`src/rtl/dbn_pkg.sv`:
```
package dbn_pkg;

   typedef enum logic {PH_IDLE = 1'b0, PH_CHECK = 1'b1} phase_e;

   // Event qualification for a newly accepted level.
   function automatic logic evt_qualify(input logic new_lvl,
                                        input logic act_low,
                                        input logic dual);
      return dual | (new_lvl ^ act_low);
   endfunction

   function automatic int max2(input int a, input int b);
      return (a > b) ? a : b;
   endfunction

endpackage

```
`src/rtl/dbn_sync.sv`:
```
module dbn_sync #(
   parameter int STAGES = 2
) (
   input  logic clk,
   input  logic rst_n,
   input  logic d,
   output logic q
);
   generate
      if (STAGES == 0) begin : g_bypass
         assign q = d;
      end else begin : g_chain
         logic [STAGES-1:0] sh_q;
         always_ff @(posedge clk or negedge rst_n) begin
            if (!rst_n) sh_q <= '0;
            else if (STAGES == 1) sh_q <= d;
            else sh_q <= {sh_q[STAGES-2:0], d};
         end
         assign q = sh_q[STAGES-1];
      end
   endgenerate
endmodule

```
`src/rtl/dbn_count.sv`:
```
module dbn_count #(
   parameter int RISE_CNT = 2,
   parameter int FALL_CNT = 2,
   parameter int CNT_W    = 2
) (
   input  logic clk,
   input  logic rst_n,
   input  logic reload,
   input  logic reload_hi,
   input  logic dec,
   output logic at_last
);
   localparam logic [CNT_W-1:0] RISE_V = CNT_W'(RISE_CNT);
   localparam logic [CNT_W-1:0] FALL_V = CNT_W'(FALL_CNT);
   localparam logic [CNT_W-1:0] ONE_V  = CNT_W'(1);

   logic [CNT_W-1:0] cnt_q;

   always_ff @(posedge clk or negedge rst_n) begin
      if (!rst_n)      cnt_q <= RISE_V;
      else if (reload) cnt_q <= reload_hi ? FALL_V : RISE_V;
      else if (dec)    cnt_q <= cnt_q - ONE_V;
   end

   assign at_last = (cnt_q == ONE_V);
endmodule

```
`src/rtl/edge_debouncer.sv`:
```
module edge_debouncer #(
   parameter int RISE_CNT    = 2,
   parameter int FALL_CNT    = 2,
   parameter int SYNC_STAGES = 2
) (
   input  logic clk,
   input  logic rst_n,
   input  logic raw_in,
   input  logic tick,
   input  logic trig,
   input  logic load,
   input  logic active_low,
   input  logic dual_edge,
   output logic dbn_level,
   output logic evt,
   output logic arm_rise
);
   import dbn_pkg::*;

   localparam int MAX_CNT = max2(RISE_CNT, FALL_CNT);
   localparam int CNT_W   = $clog2(MAX_CNT + 1);

   generate
      if (RISE_CNT < 1) begin : g_bad_rise
         $error("RISE_CNT must be at least 1");
      end
      if (FALL_CNT < 1) begin : g_bad_fall
         $error("FALL_CNT must be at least 1");
      end
      if (SYNC_STAGES < 0) begin : g_bad_sync
         $error("SYNC_STAGES must not be negative");
      end
   endgenerate

   logic   raw_s;
   logic   state_q;
   logic   arm_q;
   logic   evt_q;
   phase_e busy_q;
   logic   differs;
   logic   sample;
   logic   cnt_last;
   logic   accept;
   logic   cnt_reload;
   logic   cnt_dec;

   dbn_sync #(.STAGES(SYNC_STAGES)) u_sync (
      .clk   (clk),
      .rst_n (rst_n),
      .d     (raw_in),
      .q     (raw_s)
   );

   assign differs    = raw_s ^ state_q;
   assign sample     = (busy_q == PH_CHECK) & tick & ~load;
   assign accept     = sample & differs & cnt_last;
   // The reload target is always the level the pin shows now: on load it is
   // the new state, on a match it equals the state, on accept it is the new state.
   assign cnt_reload = load | (sample & (~differs | cnt_last));
   assign cnt_dec    = sample & differs & ~cnt_last;

   dbn_count #(
      .RISE_CNT (RISE_CNT),
      .FALL_CNT (FALL_CNT),
      .CNT_W    (CNT_W)
   ) u_cnt (
      .clk       (clk),
      .rst_n     (rst_n),
      .reload    (cnt_reload),
      .reload_hi (raw_s),
      .dec       (cnt_dec),
      .at_last   (cnt_last)
   );

   always_ff @(posedge clk or negedge rst_n) begin
      if (!rst_n) begin
         state_q <= 1'b0;
         arm_q   <= 1'b1;
         busy_q  <= PH_IDLE;
         evt_q   <= 1'b0;
      end else begin
         evt_q <= 1'b0;
         if (load) begin
            state_q <= raw_s;
            arm_q   <= ~raw_s;
            busy_q  <= PH_IDLE;
         end else if (busy_q == PH_IDLE) begin
            if (trig) busy_q <= PH_CHECK;
         end else if (accept) begin
            state_q <= raw_s;
            arm_q   <= ~arm_q;
            busy_q  <= PH_IDLE;
            evt_q   <= evt_qualify(raw_s, active_low, dual_edge);
         end
      end
   end

   assign dbn_level = state_q ^ active_low;
   assign evt       = evt_q;
   assign arm_rise  = arm_q;
endmodule

```
`config.mk`:
```
export PLATFORM = sky130hd
export DESIGN_NAME = edge_debouncer
export DESIGN_NICKNAME = d
export VERILOG_FILES = /design/src/rtl/dbn_pkg.sv /design/src/rtl/dbn_sync.sv /design/src/rtl/dbn_count.sv /design/src/rtl/edge_debouncer.sv
export SDC_FILE = /design/constraint.sdc
export NUM_CORES = 1
export LEC_CHECK = 0
export BUFFER_PORTS_ARGS = -buffer_cell sky130_fd_sc_hd__buf_2
export CAP_MARGIN = 20
export CORE_AREA = 2 2 39 41
export CTS_CLUSTER_SIZE = 20
export DETAILED_ROUTE_END_ITERATION = 16
export DIE_AREA = 0 0 41 43
export GPL_TIMING_DRIVEN = 0
export PLACE_DENSITY = 0.47
export REMOVE_ABC_BUFFERS = 1
export SYNTH_ARGS = -nofsm -noshare
export SYNTH_HDL_FRONTEND = slang
export SYNTH_HIERARCHICAL = 1
export SYNTH_SLANG_ARGS = --single-unit
```
`constraint.sdc`:
```
create_clock -name clk -period 3.4 [get_ports clk]
set_clock_uncertainty 0.1 [all_clocks]
set_input_delay 0.34 -clock clk [delete_from_list [all_inputs] [get_ports clk]]
set_output_delay 0.34 -clock clk [all_outputs]
set_load 0.1 [all_outputs]
```
==> flow_summary.ini, run 1 <==
[setup_path]
cp_data_required_time_ns = 2.96
crit_path_end_kind = primary output
cp_data_arrival_time_ns = 1.27
path_class = register to primary output
start_kind = register
critPathMaxFanout = 5

[cts]
htreeDepth = 1
cts_tree = built
cts_buffer_depth = 2
cts-resized-gates = 0
clock-sinks = 8
cts_made_buffers = 3
clk_pin_slew_ns = 0.06
worst_skew_pair.late_latency_ns = 0.25
cts-root-buf = clkbuf_4

[drt]
via_per_inst = 4.27
firstDrtPassIters = 2
wl_met1_um = 279
drt_iter0_markers = 2
postRouteAntennaNets = 0
detail_route.wl_per_cell_um = 9.62
met3_length_um = 30
drt-total-wl_um = 606
num_vias = 269
drcViolationCount = 0
dr_wl_met2_um = 297
maxUsedRoutingLayer = met3

[final_layout]
multi_input_comb_area_um2 = 156
diodes = 0
drive_gt1_share_pct = 34.0
area_delta_synth_final_pct = 27.4
nets = 58
register_area_um2 = 203
most-common-layout-cells = 10 x buf_2, 6 x dfrtp_1, 4 x inv_1
layout_commonest_cell = buf_2
nFillCells = 151
final_area_um2 = 477

[power]
pwr-share-comb_pct = 25.0
p_sw_share_pct = 33.3
vdd_drop_max_mv = 0.366
power.leakage_nw = 0.229
power.internal_mw = 0.160
p_seq_share_pct = 45.3
p_sw_mw = 0.0797
clkPwrFrac_pct = 29.7
power_density_nw_per_um2 = 502

[timing]
final_hold_viol_count = 0
drv_slew = 0
max-slew-margin-rel_pct = 65.0
max_clock_freq_mhz = 584
finalSetupViolations = 0
tightest_slew_ns = 0.520
finalSetupTns_ns = 0
period_needed_ns = 1.71
fin_crit_sh_pct = 50.3
holdWs_ns = 0.0987
grt_setup_unrepaired = false

[place]
dpl_cell_area_um2 = 444
gp_congestion = 0.670
place.port_buffers = 10

[yosys]
syn_area_um2 = 374
synth_seq_cells = 8
yosysWarnings = 6
netlist_top_cells_area = dfrtp_1 40%, dfstp_2 14%, mux2_1 6.0%, xnor2_1 4.7%, inv_1 4.0%
yosysTopAreaCellShare_pct = 40.1
ys_seq_area_share_pct = 54.2
synth_cell_types = 19
synth_top_area_cell = dfrtp_1
postSynthCellCount = 33
synth.avg_cell_area_um2 = 11.3

[die]
die_y_um = 43
dieArea_um2 = 1760
fp-row-count = 14
die_width_um = 41
core_area_um2 = 1380
initial_core_util_pct = 27.0
num_io_pins = 11

[grt]
grt-ovfl-total = 0
grt_max_degree = 9
grt_pass1_wl_um = 972
grt_usage_pct = 9.14
grt_antenna_before_repair = 0
grt_pass1_vias = 255

[hold_path]
hold_class = input pin to register

[run]
drv_cap = 0

[run_status]
status = finished clean
## state kept, by name, summed over array words and instances (netlist names)
name and cells:
arm_rise 1, u_sync/g_chain.sh_q 2, evt 1, busy_q 1
state_q 1, u_cnt/cnt_q 2
## power by group through the flow
stage | combinational [mW] | sequential [mW] | clock [mW]
floorplan | 0.0289 | 0.128 | 0
global placement | 0.0589 | 0.110 | 0
detailed placement | 0.0595 | 0.110 | 0
CTS | 0.0605 | 0.108 | 0.0790
global route | 0.0633 | 0.109 | 0.0824
finish | 0.0599 | 0.109 | 0.0711
## area by class of cell
cell class,count,area share (%)
inverters,4,3.15
multi-input cells,21,32.8
well taps,16,4.20
flip-flops and latches,8,42.5
clock buffers,3,4.72
repair buffers,11,12.6
## layer usage
metal / global-route usage, % / vias up
met3: 7.85 / 0
met4: 6.00 / 0
met5: 0 / -
met1: 9.00 / 118
met2: 12.2 / 7
li1: - / 144
## final timing paths
kind | depth (start not counted) | slack, ns | start | to
worst max-delay path | 2 | 1.69 | state_q | dbn_level
worst min-delay path | 1 | 0.1 | raw_in | u_sync/g_chain.sh_q[0]
worst max register to register | 5 | 1.69 | u_cnt/cnt_q[1] | u_cnt/cnt_q[0]
worst min register to register | 0 | 0.25 | u_sync/g_chain.sh_q[0] | u_sync/g_chain.sh_q[1]
max in group asynchronous | 2 | 2.59 | rst_n | arm_rise
min in group asynchronous | 2 | 0.36 | rst_n | evt
## cell families (layout without fill, tap and decap cells)
family	after synthesis	after routing	share of synthesized area, %
flops	8	8	54.2
simple gates	8	8	11.0
compound gates	6	6	11.7
buf+inv	4	18	4.01
xor+xnor	3	3	7.02
mux	3	3	8.70
fa+ha+maj	1	1	3.34
## critical path: stages (launching register included)
cell	delay, ns
dfrtp_1	0.42
xor2_1	0.16
buf_2	0.44
## synthesized netlist by cell type
| cell | instances |
|---|---|
| nand2b_1 | 1 |
| nand3b_1 | 1 |
| a2111oi_0 | 1 |
| mux2_1 | 2 |
| dfstp_2 | 2 |
| o21ai_1 | 2 |
| dfrtp_1 | 6 |
| o21a_1 | 1 |
| nand2_1 | 2 |
| nor4_1 | 1 |
| o211ai_1 | 1 |
| ha_1 | 1 |
| inv_1 | 4 |
| nor2b_1 | 1 |
| xnor2_1 | 2 |
| xor2_1 | 1 |
| nor2_1 | 2 |
| o31a_2 | 1 |
| mux2i_1 | 1 |
## timing repair
| item | in CTS | in global routing |
|---|---|---|
| endpoints found under the hold margin | 6 | 0 |
| buffers inserted | 0 | 0 |
| hold buffers | 1 | 0 |
## through the flow
stage / total power [mW] / utilization, % / instances / setup slack (ns)
after floorplan: 0.157 / - / 33 / 1.11
after global placement: 0.169 / 32.1 / 59 / 1.72
after detailed placement: 0.170 / 32.1 / 59 / 1.67
after CTS: 0.248 / 34.4 / 63 / 1.66
after global routing: 0.255 / 34.4 / 63 / 1.59
final: 0.239 / 34.4 / 63 / 1.69
(Power assumes the default switching activity.)
==> inputs of run 2 (changes only) <==
--- a/config.mk
+++ b/config.mk
@@ -12,7 +12,7 @@
 export DETAILED_ROUTE_END_ITERATION = 16
 export DIE_AREA = 0 0 41 43
 export GPL_TIMING_DRIVEN = 0
-export PLACE_DENSITY = 0.47
+export PLACE_DENSITY = 0.48
 export REMOVE_ABC_BUFFERS = 1
 export SYNTH_ARGS = -nofsm -noshare
 export SYNTH_HDL_FRONTEND = slang
==> constraint.sdc (replaced) <==
create_clock -name clk -period 1.54 [get_ports clk]
set_clock_uncertainty 0.1 [all_clocks]
set_input_delay 0.154 -clock clk [delete_from_list [all_inputs] [get_ports clk]]
set_output_delay 0.154 -clock clk [all_outputs]
set_load 0.1 [all_outputs]
==> flow_summary.ini, run 2 (synthesis gave the netlist of run 1 again) <==
[final_layout]
multi_input_comb_area_um2 = 210
stdcell_count = 68
nets = 63
nFillCells = 142
fin_util_pct = 41.8
drive_gt1_share_pct = 51.9
area_delta_synth_final_pct = 54.5
register_area_um2 = 205
layout_commonest_cell = buf_2
top_regs = u_cnt/cnt_q (2), u_sync/g_chain.sh_q (2)
diodes = 0
most-common-layout-cells = 9 x buf_2, 4 x dfrtp_1, 4 x buf_4

[power]
power.internal_mw = 0.380
power_density_nw_per_um2 = 990
clkPwrFrac_pct = 27.7
p_seq_share_pct = 43.0
p_sw_mw = 0.192
p_sw_share_pct = 33.6
power.leakage_nw = 0.263
pwr-share-comb_pct = 29.2
vdd_drop_max_mv = 0.547

[setup_path]
critPathMaxFanout = 5
r2r-end = state_q
path_class = register to register
rrSetupSlack_ns = 0.009
r2r-start = u_sync/g_chain.sh_q[1]
cp_data_arrival_time_ns = 1.57
crit_path_end_kind = register
start_kind = register
cp_data_required_time_ns = 1.58
r2r_cells = 3

[drt]
drt_iter0_markers = 7
drt-total-wl_um = 775
firstDrtPassIters = 2
via_per_inst = 4.50
detail_route.wl_per_cell_um = 11.4
postRouteAntennaNets = 0
num_vias = 306
drcViolationCount = 0

[cts]
cts_tree = built
clock-sinks = 8
clk_pin_slew_ns = 0.06
cts-root-buf = clkbuf_4
htreeDepth = 1
worst_skew_pair.late_latency_ns = 0.25
cts_made_buffers = 3
cts_buffer_depth = 2

[hold_path]
min_from = load
min_delay_path_depth = 2
hold_class = input pin to register
hold_end = evt

[place]
dp_cells = 59
hpwlAfterDp_um = 500
gp_congestion = 0.632
place.port_buffers = 10

[die]
fp-row-count = 14
die_width_um = 41
core_area_um2 = 1380
dieArea_um2 = 1760
die_y_um = 43
num_io_pins = 11
initial_core_util_pct = 27.0

[timing]
final_hold_viol_count = 0
finalSetupTns_ns = 0
period_needed_ns = 1.53
max-slew-margin-rel_pct = 67.8
fin_crit_sh_pct = 99.4
finalSetupViolations = 0
grt_setup_unrepaired = true
tightest_slew_ns = 0.486
max_clock_freq_mhz = 653
drv_slew = 0

[grt]
grt_max_degree = 9
grt_usage_pct = 9.85
grt_pass1_wl_um = 1100
grt-ovfl-total = 0
grt_antenna_before_repair = 0
grt_pass1_vias = 256

[run_status]
status = finished clean

[run]
drv_cap = 0
-- run 2: layer usage --
| layer | vias to the layer above | global-route usage [%] | wire length (um) | share of wire [%] |
|---|---|---|---|---|
| met2 | 11 | 11.9 | 365 | 47 |
| met5 | - | 0 | 0 | 0 |
| met4 | 0 | 2.00 | 0 | 0 |
| met1 | 142 | 13.3 | 354 | 46 |
| met3 | 0 | 8.38 | 55 | 7.1 |
| li1 | 153 | - | - | - |
-- run 2: worst max-delay path, cell delays in order, from the launching register on --
cell	delay, ns
dfrtp_2	0.47
xnor2_4	0.17
o31a_2	0.39
mux2_4	0.30
-- run 2: worst max path at each step --
| stage | startpoint | end | cells after the start |
|---|---|---|---|
| final | u_sync/g_chain.sh_q[1] | state_q | 3 |
| after detailed placement | u_cnt/cnt_q[1] | u_cnt/cnt_q[0] | 5 |
| after CTS | state_q | state_q | 3 |
| after floorplan | state_q | dbn_level | 1 |
| after global routing | u_cnt/cnt_q[1] | u_cnt/cnt_q[0] | 5 |
| after global placement | u_cnt/cnt_q[1] | u_cnt/cnt_q[0] | 5 |
-- run 2: power groups by stage --
stage | clock, mW | sequential (mW) | combinational, mW
after global routing | 0.180 | 0.249 | 0.177
final | 0.159 | 0.246 | 0.167
after floorplan | 0 | 0.282 | 0.0637
after CTS | 0.166 | 0.243 | 0.147
after global placement | 0 | 0.243 | 0.131
after detailed placement | 0 | 0.244 | 0.131
-- run 2: repair_timing --
action / in CTS / in global routing
gates resized for setup: 8 / 4
hold buffers: 2 / 1
pin swaps: 0 / 2
buffers inserted: 1 / 2
setup endpoints to repair: 4 / 3
endpoints found under the hold margin: 9 / 1
gates cloned: 0 / 0
-- run 2: per-stage QoR --
| step | power [mW] | hold WS [ns] | worst slack [ns] | area, um2 |
|---|---|---|---|---|
| floorplan | 0.346 | -0.242 | -0.566 | 374 |
| detailed placement | 0.375 | -0.0945 | -0.185 | 444 |
| global placement | 0.374 | -0.0942 | -0.172 | 444 |
| global route | 0.607 | 0.0739 | -0.0311 | 578 |
| finish | 0.573 | 0.0844 | 0.00885 | 578 |
| CTS | 0.556 | 0.00555 | 0.00683 | 533 |
-- run 2: cell type report --
class                           instances  share of cell area [%]
Tap cell                               16                    3.46
Timing Repair Buffer                   16                    18.2
Clock buffer                            3                    3.90
Multi-Input combinational cell         21                    36.4
Sequential cell                         8                    35.5
Inverter                                4                    2.60
